[config.mk]
export PLATFORM = sky130hd
export DESIGN_NAME = ccr_unit
export DESIGN_NICKNAME = d
export VERILOG_FILES = /design/src/rtl/ccr_pkg.sv /design/src/rtl/ccr_flag_next.sv /design/src/rtl/ccr_irq_hold.sv /design/src/rtl/ccr_unit.sv
export SDC_FILE = /design/constraint.sdc
export NUM_CORES = 1
export LEC_CHECK = 0
export BUFFER_PORTS_ARGS = -buffer_cell sky130_fd_sc_hd__buf_2
export CAP_MARGIN = 40
export CORE_MARGIN = 8
export CORE_UTILIZATION = 30
export DETAILED_ROUTE_END_ITERATION = 10
export PLACE_DENSITY = 0.66
export SYNTH_ARGS = -nofsm -noshare
export SYNTH_HDL_FRONTEND = slang
export SYNTH_HIERARCHICAL = 1
export SYNTH_SLANG_ARGS = --single-unit
[constraint.sdc]
create_clock -name clk -period 1.8 [get_ports clk]
set_input_delay 0.09 -clock clk [delete_from_list [all_inputs] [get_ports clk]]
set_output_delay 0.09 -clock clk [all_outputs]
set_load 0.01 [all_outputs]
[src/rtl/ccr_pkg.sv]
package ccr_pkg;
  localparam int unsigned DATA_W = 8;
  localparam int unsigned FLAG_W = 5;
  localparam int unsigned BIT_H = 4;
  localparam int unsigned BIT_I = 3;
  localparam int unsigned BIT_N = 2;
  localparam int unsigned BIT_Z = 1;
  localparam int unsigned BIT_C = 0;

  typedef enum logic [2:0] {
    OPC_NONE  = 3'd0,
    OPC_ADD   = 3'd1,
    OPC_ARITH = 3'd2,
    OPC_LOGIC = 3'd3,
    OPC_SHIFT = 3'd4,
    OPC_BTEST = 3'd5
  } op_class_e;

  typedef struct packed {
    logic upd_h;
    logic upd_nz;
    logic upd_c;
  } upd_mask_t;

  function automatic upd_mask_t class_mask(logic [2:0] oc);
    upd_mask_t m;
    m = '0;
    unique case (oc)
      OPC_ADD:   m = '{upd_h: 1'b1, upd_nz: 1'b1, upd_c: 1'b1};
      OPC_ARITH: m = '{upd_h: 1'b0, upd_nz: 1'b1, upd_c: 1'b1};
      OPC_SHIFT: m = '{upd_h: 1'b0, upd_nz: 1'b1, upd_c: 1'b1};
      OPC_LOGIC: m = '{upd_h: 1'b0, upd_nz: 1'b1, upd_c: 1'b0};
      OPC_BTEST: m = '{upd_h: 1'b0, upd_nz: 1'b0, upd_c: 1'b1};
      default:   m = '0;
    endcase
    return m;
  endfunction
endpackage

[src/rtl/ccr_flag_next.sv]
module ccr_flag_next
  import ccr_pkg::*;
#(
  parameter int unsigned W = DATA_W
) (
  input  logic [FLAG_W-1:0] flags_q,
  input  logic [2:0]        op_class,
  input  logic [W-1:0]      result,
  input  logic              carry_out,
  input  logic              half_carry,
  input  logic              set_carry,
  input  logic              clr_carry,
  input  logic              set_mask,
  input  logic              clr_mask,
  input  logic              irq_enter,
  input  logic              reload,
  input  logic [FLAG_W-1:0] reload_val,
  output logic [FLAG_W-1:0] flags_d,
  output logic              flags_en
);
  localparam int unsigned MSB = W - 1;

  upd_mask_t um;
  logic      res_zero;

  always_comb begin
    um       = class_mask(op_class);
    res_zero = (result == '0);
    flags_d  = flags_q;
    if (reload) begin
      flags_d = reload_val;
    end else begin
      if (um.upd_h)  flags_d[BIT_H] = half_carry;
      if (um.upd_nz) begin
        flags_d[BIT_N] = result[MSB];
        flags_d[BIT_Z] = res_zero;
      end
      if (set_carry)      flags_d[BIT_C] = 1'b1;
      else if (clr_carry) flags_d[BIT_C] = 1'b0;
      else if (um.upd_c)  flags_d[BIT_C] = carry_out;
      if (set_mask || irq_enter) flags_d[BIT_I] = 1'b1;
      else if (clr_mask)         flags_d[BIT_I] = 1'b0;
    end
    flags_en = reload || um.upd_h || um.upd_nz || um.upd_c || set_carry ||
               clr_carry || set_mask || clr_mask || irq_enter;
  end
endmodule

[src/rtl/ccr_irq_hold.sv]
module ccr_irq_hold (
  input  logic clk,
  input  logic rst_n,
  input  logic irq_req,
  input  logic irq_enter,
  input  logic mask_q,
  output logic irq_pending
);
  logic held_q;
  logic held_d;
  logic held_en;

  always_comb begin
    held_d  = (held_q && !irq_enter) || irq_req;
    held_en = irq_req || irq_enter;
  end

  always_ff @(posedge clk or negedge rst_n) begin
    if (!rst_n)       held_q <= 1'b0;
    else if (held_en) held_q <= held_d;
  end

  assign irq_pending = held_q && !mask_q;

  assert_held_kept_R12: assert property (@(posedge clk) disable iff (!rst_n)
    (held_q && !irq_enter) |=> held_q);
  assert_req_held_R12: assert property (@(posedge clk) disable iff (!rst_n)
    irq_req |=> held_q);
endmodule

[src/rtl/ccr_unit.sv]
module ccr_unit
  import ccr_pkg::*;
#(
  parameter int unsigned W = DATA_W
) (
  input  logic         clk,
  input  logic         rst_n,
  input  logic [2:0]   op_class,
  input  logic [W-1:0] result,
  input  logic         carry_out,
  input  logic         half_carry,
  input  logic         set_carry,
  input  logic         clr_carry,
  input  logic         set_mask,
  input  logic         clr_mask,
  input  logic         irq_enter,
  input  logic         irq_return,
  input  logic         pop_load,
  input  logic [W-1:0] bus_in,
  input  logic         irq_req,
  output logic [W-1:0] ccr,
  output logic         irq_pending
);
  localparam int unsigned FIXED_W = W - FLAG_W;
  localparam logic [FLAG_W-1:0] FLAGS_RST = FLAG_W'(1) << BIT_I;

  logic [FLAG_W-1:0] flags_q;
  logic [FLAG_W-1:0] flags_d;
  logic              flags_en;
  logic              reload;

  assign reload = pop_load || irq_return;

  ccr_flag_next #(.W(W)) u_next (
    .flags_q    (flags_q),
    .op_class   (op_class),
    .result     (result),
    .carry_out  (carry_out),
    .half_carry (half_carry),
    .set_carry  (set_carry),
    .clr_carry  (clr_carry),
    .set_mask   (set_mask),
    .clr_mask   (clr_mask),
    .irq_enter  (irq_enter),
    .reload     (reload),
    .reload_val (bus_in[FLAG_W-1:0]),
    .flags_d    (flags_d),
    .flags_en   (flags_en)
  );

  always_ff @(posedge clk or negedge rst_n) begin
    if (!rst_n)        flags_q <= FLAGS_RST;
    else if (flags_en) flags_q <= flags_d;
  end

  ccr_irq_hold u_hold (
    .clk         (clk),
    .rst_n       (rst_n),
    .irq_req     (irq_req),
    .irq_enter   (irq_enter),
    .mask_q      (flags_q[BIT_I]),
    .irq_pending (irq_pending)
  );

  assign ccr = {{FIXED_W{1'b1}}, flags_q};

  assert_enter_masks_R10: assert property (@(posedge clk) disable iff (!rst_n)
    (irq_enter && !reload) |=> ccr[BIT_I]);
  assert_h_only_add_R4: assert property (@(posedge clk) disable iff (!rst_n)
    (op_class != OPC_ADD && !reload) |=> $stable(ccr[BIT_H]));
  assert_nz_hold_R7: assert property (@(posedge clk) disable iff (!rst_n)
    (op_class == OPC_BTEST && !reload) |=> $stable(ccr[BIT_N:BIT_Z]));
  assert_set_carry_R9: assert property (@(posedge clk) disable iff (!rst_n)
    (set_carry && !reload) |=> ccr[BIT_C]);
  assert_clr_carry_R9: assert property (@(posedge clk) disable iff (!rst_n)
    (clr_carry && !set_carry && !reload) |=> !ccr[BIT_C]);
  assert_logic_zero_R5: assert property (@(posedge clk) disable iff (!rst_n)
    (op_class == OPC_LOGIC && !reload && result == '0) |=> ccr[BIT_Z]);
endmodule

# Word-level counts from Yosys, hierarchy flattened
# Index checks and enable logic that the tools add are counted.
# Widths: inputs -> output; s select.
# word_totals
reg_bits	6
in_bits	31
out_inout_bits	9
# classes
n_eq_ne	5
mux	9
n_reduce_logical	26
# op_table
cell	n
$logic_or 1x1->1	12
$pmux 3 s4	1
$logic_not 8->1	1
$reduce_and 2->1	4
$eq 3x2->1 const B	2
$eq 3x3->1 const B	2
$mux 1	6
$mux 5	1
$reduce_bool 2->1	2
$reduce_bool 4->1	1
$eq 3x1->1 const B	1
$reduce_bool 3->1	1
$logic_and 1x1->1	2
$logic_not 1->1	2
$mux 2	1
$reduce_or 2->1	1

# Depth between registers and ports, before layout
# Gate-level depths: netlist (run 1).
# logic_depth
ltp_word	12
depth_mapped	5
ltp_nobuf	5

# By module
# Netlist (run 1), hierarchy kept.
# modules_own_cells
mod	instances	cells_each	area_each_um2
ccr_unit	1	15	215.2
ccr_flag_next	1	30	202.7
ccr_irq_hold	1	4	42.5

# Least setup slack after synthesis (run 1)
# OpenSTA, ideal clock, no wires.
# synth_timing
kind	input port to flip-flop
from	input irq_return
to	register flags_q[0]
setup_time_ps	125
arrival_ps	1343
t_required_ps	1675
path_slack_ps	332
path_stages	5
path_buffers	1
cell_sequence	or2_2 > buf_2 > nor4_1 > nand4_1 > mux2_2
# synth_between
elab_chain_len	10
word_cells_on_any_way	12
cone_classes	mux: 1; reduce/logical: 11
# synth_lines
item	line	source
start, declared	ccr_unit.sv:17	input logic irq_return,
$logic_or 1x1->1	ccr_unit.sv:32	assign reload = pop_load || irq_return;
$logic_or 1x1->1 (5 in a row)	ccr_flag_next.sv:44	flags_en = reload || um.upd_h || um.upd_nz || um.upd_c || set_carry ||
$logic_or 1x1->1 (3 in a row)	ccr_flag_next.sv:45	clr_carry || set_mask || clr_mask || irq_enter;
named net flags_en	ccr_unit.sv:29	logic flags_en;
$reduce_and 2->1 (no source line)	n/a	
end signal, assigned	ccr_unit.sv:53	else if (flags_en) flags_q <= flags_d;
end, declared	ccr_unit.sv:27	logic [FLAG_W-1:0] flags_q;
# The timed path passes the listed nets, and every way through them passes these cells.
# A chain may end at the register's enable or synchronous reset.

# Worst setup path in the final report (run 1)
# layout_timing
from	input irq_return
to	register flags_q[4]
# layout_between
elab_chain_len	10
word_cells_on_any_way	12
cone_classes	mux: 1; reduce/logical: 11
# layout_lines
item	line	source
$logic_or 1x1->1	ccr_unit.sv:32	
named net reload	ccr_unit.sv:30	logic reload;
$logic_or 1x1->1 (5 in a row)	ccr_flag_next.sv:44	
$logic_or 1x1->1 (3 in a row)	ccr_flag_next.sv:45	
named net flags_en	ccr_unit.sv:29	
$reduce_and 2->1 (no source line)	n/a	
# The timed path passes the listed nets, and every way through them passes these cells.

==> results.tsv, run 1 <==
stage	metric	value	unit
status	run status	completed	
route	DRT Pass-1 Iters	2	
clocking	post-CTS setup buffer count	0	
pwr	PD cells	599	mW/mm^2
global_routing	vias in the first global route	531	
global_routing	initial antenna violation count	0	
timing	final worst slack	470	ps
route	DRT Wirelength	1260	um
synthesis	dominant synthesized flop cell	dfrtp_1	
synthesis	Cell Area, Synth	460	um^2
placed_design	placed insts	97	
route	vias per inst	4.63	
synthesis	most frequent cells after synthesis	mux2_2, dfrtp_1, mux2i_1, nor2_1	
clocking	CTS Buf Count	3	
placed_design	PortBufs	33	
clocking	clock root buffer master	clkbuf_4	
timing	setup TNS	0	ps
layout	area grow syn2layout	45.4	%
worst_hold_path	min-delay worst type	in -> reg	
synthesis	FFs w/ async S/R, synth	100	%
critical_path	max incr delay on CP	360	ps
floorplan	num rows	14	
placed_design	GP Congestion	0.707	
synthesis	Post-synth EDFFs	0	
timing	Final Hold Viols	0	
critical_path	CP Cell Sequence	buf_2, or2_2, nor4_1, nand4_1, mux2_2	
timing	Peak Freq	0.752	GHz
clocking	clock latency on the worst-skew pair	250	ps
synthesis	area share of the largest cell type after synthesis	27.2	%
critical_path	CP Launch Type	input pin	
pwr	Peak supply drop	354	uV
timing	fin crit share	73.9	%
route	DRC Markers	0	
clocking	Sink Count	6	
layout	share of cells above drive strength 1	55.8	%
critical_path	critical path arrival	1450	ps
global_routing	largest net degree at the start of global routing	11	
synthesis	Post-Syn Instances	49	
synthesis	flops & latches, synth	6	
placed_design	Setup WS pre-CTS	204	ps
critical_path	CP max FO	5	
timing	post-route minimum period	1330	ps
critical_path	Crit path max-delay family	simple AND/OR/NAND/NOR gates	
synthesis	library cells used by synthesis	25	
floorplan	num ports	40	
synthesis	Warnings, synthesis	6	
critical_path	CP bufs+invs	1	
floorplan	die width	55.2	um
floorplan	full die area	0.00304	mm^2
timing	final setup fails	0	
critical_path	kind of critical path	in -> reg	
layout	ant diodes	0	
clocking	htree depth	1	
route	post-route ant nets	0	
run	Maximum Capacitance Violations	0	
layout	Final Non-Filler Cells	102	
global_routing	grt total ovfl	0	
synthesis	cell taking the most area after synthesis	dfrtp_1	
synthesis	post-synthesis sequential area ratio	32.9	%
floorplan	initial core utilization	31.3	%
global_routing	global-route wire length before repair	1990	um
timing	RSZ-0062 raised after global routing	false	
pwr	cell leakage power	0.352	nW
timing	Post-Route Skew	0	ps
synthesis	most numerous cell in the Yosys netlist	mux2_2	
route	initial DRC count	2	
clocking	worst-case clock buffer depth	2	
critical_path	worst endpoint required time	1920	ps
synthesis	top cells by area, synth	dfrtp_1, mux2_2, mux2i_1	
placed_design	hpwl dp	1100	um
synthesis	average cell area after synthesis	9.40	um^2
critical_path	Critical-path top delay cell	mux2_2	
clocking	Reg clk slew, reported paths	40	ps
floorplan	die height	55.2	um
timing	Hold WS	30.4	ps
clocking	TritonCTS clock tree	built	
floorplan	core area	0.00147	mm^2
layout	fin nets	118	
timing	Pins Over Slew Limit	0	
route	Vias	472	
global_routing	gr usage total	8.86	%
route	per-cell routed wire length	12.4	um
critical_path	element type at the critical path end	flop	
-- metal layers --
| metal | track usage (%) | share of wire, % | vias to the layer above |
|---|---|---|---|
| met4 | 6.40 | 1.9 | 0 |
| met3 | 2.41 | 7.8 | 2 |
| met1 | 8.01 | 33 | 216 |
| met5 | 0 | 0 | - |
| li1 | - | - | 240 |
| met2 | 16.4 | 57 | 14 |
-- path summary, 6_finish.rpt --
path	startpoint	to	slack, ps	depth (start not counted)
min in group asynchronous	rst_n	flags_q[0]$_DFFE_PN0P_	190	2
worst max-delay path	irq_return	flags_q[4]$_DFFE_PN0P_	470	5
worst min register to register	u_hold/held_q$_DFFE_PN0P_	u_hold/held_q$_DFFE_PN0P_	470	1
worst min-delay path	irq_req	u_hold/held_q$_DFFE_PN0P_	30	2
worst max register to register	flags_q[3]$_DFFE_PN1P_	flags_q[3]$_DFFE_PN1P_	730	4
max in group asynchronous	rst_n	flags_q[3]$_DFFE_PN1P_	1380	2
-- cell type report --
cell class,instances,area [um^2]
tap,16,20.0
sequential,6,151
inverter,3,11.3
timing repair buffer,35,183
clock buffer,4,26.3
fill,151,802
multi-input combinational,38,278
-- repair_timing --
action,CTS,global route
hold buffers,1,0
hold endpoints to repair,6,0
gates resized for setup,0,0
-- kinds of logic (layout without fill, tap and decap cells) --
logic type / after synthesis / count (layout) / share of synthesized area [%]
AO/OA/AOI/OAI: 6 / 6 / 9.51
XOR/XNOR: 3 / 3 / 7.34
buffers and inverters: 7 / 42 / 8.42
flip-flops: 6 / 6 / 32.9
multiplexers: 10 / 10 / 23.4
other: 1 / 3 / 0.814
AND/OR/NAND/NOR: 16 / 16 / 17.7
-- worst register-to-register path, stage by stage (launching register included) --
cell	delay [ps]
dfstp_2	370
inv_1	40
o21ai_0	70
mux2_2	260
mux2_2	260
-- power breakdown --
| part | switching [mW] | total, mW | internal, mW |
|---|---|---|---|
| Clock | 0.0493 | 0.133 | 0.0840 |
| Combinational | 0.0513 | 0.112 | 0.0603 |
| Sequential | 0.00783 | 0.156 | 0.148 |
| Total | 0.108 | 0.401 | 0.292 |
-- per-stage QoR --
step	area [um^2]	util, %	power, mW
floorplan	468	-	0.218
global placement	633	43.0	0.267
detailed placement	633	43.0	0.269
CTS	669	45.5	0.411
global route	669	45.5	0.432
finish	669	45.5	0.401
-- cells in the final DEF, fill, tap and decap left out, drive strengths merged, types with 2 or more instances in the layout --
cell / n
buf: 34
mux2: 6
dfrtp: 5
nor2: 5
mux2i: 4
clkbuf: 4
conb: 3
inv: 3
nand2: 3
o21ai: 3
nor4: 2
nand4: 2
xnor2: 2
-- state kept, by name, indices dropped and copies added, names as in the netlist --
name / cells
flags_q: 5
u_hold/held_q: 1
(Power assumes the default switching activity.)
==> run 2: changes to the inputs <==
--- a/config.mk
+++ b/config.mk
@@ -5,12 +5,12 @@
 export SDC_FILE = /design/constraint.sdc
 export NUM_CORES = 1
 export LEC_CHECK = 0
+export ABC_AREA = 1
 export BUFFER_PORTS_ARGS = -buffer_cell sky130_fd_sc_hd__buf_2
 export CAP_MARGIN = 40
 export CORE_MARGIN = 8
 export CORE_UTILIZATION = 30
 export DETAILED_ROUTE_END_ITERATION = 10
-export PLACE_DENSITY = 0.66
 export SYNTH_ARGS = -nofsm -noshare
 export SYNTH_HDL_FRONTEND = slang
 export SYNTH_HIERARCHICAL = 1
==> constraint.sdc (replaced) <==
create_clock -name clk -period 1.3 [get_ports clk]
set_input_delay 0.065 -clock clk [delete_from_list [all_inputs] [get_ports clk]]
set_output_delay 0.065 -clock clk [all_outputs]
set_load 0.01 [all_outputs]
==> run 2 against run 1 <==
Die area increased by 5.6%. Setup slack lost 200 ps. Combinational power is 46% higher. Synthesized cell count increased by 61%. Core utilization grew 1.6 points. Area after synthesis increased by 7.9%. Design area up 7.3%. Non-clock buffer count up 1. Cell count is 31% higher. First-iteration DRC count rose to 4.5 times the previous value. Worst hold slack worse by 19 ps. Critical endpoint is now irq_pending.
==> results.tsv, run 2 <==
stage	metric	value	unit
status	run status	completed	
critical_path	CP Cell Sequence	nor2_2, buf_2	
synthesis	dominant synthesized flop cell	dfrtp_1	
synthesis	cell taking the most area after synthesis	dfrtp_1	
layout	commonest cells after routing, fill and taps aside	buf_2, nand2_1, inv_1	
pwr	PD cells	792	mW/mm^2
clocking	TritonCTS clock tree	built	
layout	Top reg by flops	flags_q	
synthesis	Warnings, synthesis	6	
critical_path	critical path arrival	960	ps
route	per-cell routed wire length	10.3	um
synthesis	area share of the largest cell type after synthesis	25.2	%
floorplan	core area	0.00152	mm^2
clocking	Reg clk slew, reported paths	40	ps
timing	final setup fails	0	
critical_path	worst endpoint required time	1240	ps
worst_hold_path	min-delay worst type	in -> reg	
synthesis	Post-synth EDFFs	0	
layout	share of cells above drive strength 1	40.7	%
global_routing	Most Used Layer, Global Route	met2	
critical_path	CP max FO	4	
layout	commonest non-fill, non-tap cell in the layout	buf_2	
clocking	Sink Count	6	
route	DRC Markers	0	
pwr	Peak supply drop	595	uV
pwr	cell leakage power	0.448	nW
floorplan	die height	56.7	um
placed_design	placed insts	129	
run	Maximum Capacitance Violations	0	
global_routing	vias in the first global route	602	
route	Vias	595	
critical_path	element type at the critical path end	output pin	
clocking	htree depth	1	
synthesis	Cell Area, Synth	497	um^2
synthesis	post-synthesis sequential area ratio	30.5	%
layout	Final Non-Filler Cells	134	
global_routing	initial antenna violation count	0	
synthesis	FFs w/ async S/R, synth	100	%
route	DRT Pass-1 Iters	4	
synthesis	most numerous cell in the Yosys netlist	nand2_1	
clocking	worst-case clock buffer depth	2	
global_routing	largest net degree at the start of global routing	7	
route	post-route ant nets	0	
timing	post-route minimum period	1030	ps
synthesis	most frequent cells after synthesis	nand2_1, inv_1, nor2_1	
timing	setup TNS	0	ps
placed_design	Setup WS pre-CTS	71.1	ps
synthesis	flops & latches, synth	6	
clocking	clock latency on the worst-skew pair	230	ps
placed_design	GP Congestion	0.763	
critical_path	kind of critical path	reg -> out	
layout	max reg flops	5	
floorplan	initial core utilization	32.6	%
timing	Peak Freq	0.975	GHz
timing	final worst slack	274	ps
synthesis	Post-Syn Instances	79	
route	initial DRC count	9	
critical_path	CP Launch Type	flop	
synthesis	average cell area after synthesis	6.29	um^2
clocking	post-CTS setup buffer count	0	
synthesis	library cells used by synthesis	21	
global_routing	grt met3 use	5.17	%
global_routing	met1 usage	11.4	%
timing	RSZ-0062 raised after global routing	false	
timing	Pins Over Slew Limit	0	
global_routing	met2 Resource Use GR	13.0	%
critical_path	Critical-path top delay cell	dfstp_2	
global_routing	global-route wire length before repair	2520	um
route	DRT Wirelength	1380	um
layout	ant diodes	0	
layout	largest registers	flags_q: 5 flops, u_hold/held_q: 1 flops	
floorplan	full die area	0.00321	mm^2
timing	Final Hold Viols	0	
layout	area grow syn2layout	44.6	%
timing	Post-Route Skew	0	ps
placed_design	hpwl dp	1210	um
global_routing	grt total ovfl	0	
route	vias per inst	4.44	
layout	Design Area, Final	718	um^2
global_routing	gr usage total	9.11	%
floorplan	die width	56.7	um
clocking	clock root buffer master	clkbuf_4	
layout	fin nets	150	
clocking	CTS Buf Count	3	
floorplan	num ports	40	
timing	fin crit share	78.9	%
placed_design	PortBufs	33	
synthesis	top cells by area, synth	dfrtp_1, nand2_1, inv_1	
floorplan	num rows	14	
critical_path	max incr delay on CP	550	ps
placed_design	DP Area	682	um^2
==> run 2: metrics by stage <==
stage	utilization, %	total power [mW]	hold WS [ps]
global route	47.1	0.623	13.7
floorplan	-	0.311	-231
global placement	44.7	0.384	-105
CTS	47.1	0.584	1.88
detailed placement	44.7	0.386	-102
finish	47.1	0.569	11.8
==> run 2: critical path: cells and delay by family, from the launching register on <==
kind | cells | cell delay (ps)
buffers and inverters | 1 | 130
flip-flops | 1 | 550
AND/OR/NAND/NOR | 1 | 40
==> run 2: path summary, 6_finish.rpt <==
| path | from | endpoint | slack [ps] | cells past startpoint |
|---|---|---|---|---|
| setup / recovery | flags_q[3]$_DFFE_PN1P_ | irq_pending | 270 | 2 |
| hold / removal | irq_req | u_hold/held_q$_DFFE_PN0P_ | 10 | 3 |
| setup reg to reg | flags_q[3]$_DFFE_PN1P_ | flags_q[3]$_DFFE_PN1P_ | 340 | 4 |
| hold reg to reg | u_hold/held_q$_DFFE_PN0P_ | u_hold/held_q$_DFFE_PN0P_ | 460 | 2 |
| max in group asynchronous | rst_n | flags_q[3]$_DFFE_PN1P_ | 900 | 2 |
| min in group asynchronous | rst_n | flags_q[4]$_DFFE_PN0P_ | 160 | 2 |
==> run 2: metal layers <==
metal	part of all wire [%]	wire length, um	up-vias
met3	11	146	2
met5	0	0	-
li1	-	-	316
met4	0.43	6	0
met1	51	708	248
met2	38	520	29
==> run 2: cell type report <==
class | count | area [um^2]
fill | 170 | 806
multi-input combinational | 59 | 282
timing repair buffer | 36 | 190
sequential | 6 | 151
inverter | 13 | 48.8
clock buffer | 4 | 26.3
tap | 16 | 20.0
==> run 2: cells by family (layout without fill, tap and decap cells) <==
kind of cell	count (synthesis)	count (layout)	share of synthesized area [%]
simple gates	49	49	45.3
buf+inv	16	53	14.4
compound gates	7	7	9.07
flops	6	6	30.5
other cells	1	3	0.755
==> run 2: where the power goes <==
| part | switching, mW | internal [mW] |
|---|---|---|
| combinational | 0.0852 | 0.0782 |
| sequential | 0.0132 | 0.205 |
| clock | 0.0703 | 0.116 |
| total | 0.169 | 0.400 |
==> run 2: what timing repair did <==
item	in CTS	in global routing
resized for setup	0	0
endpoints found under the hold margin	6	0
hold buffers	1	0
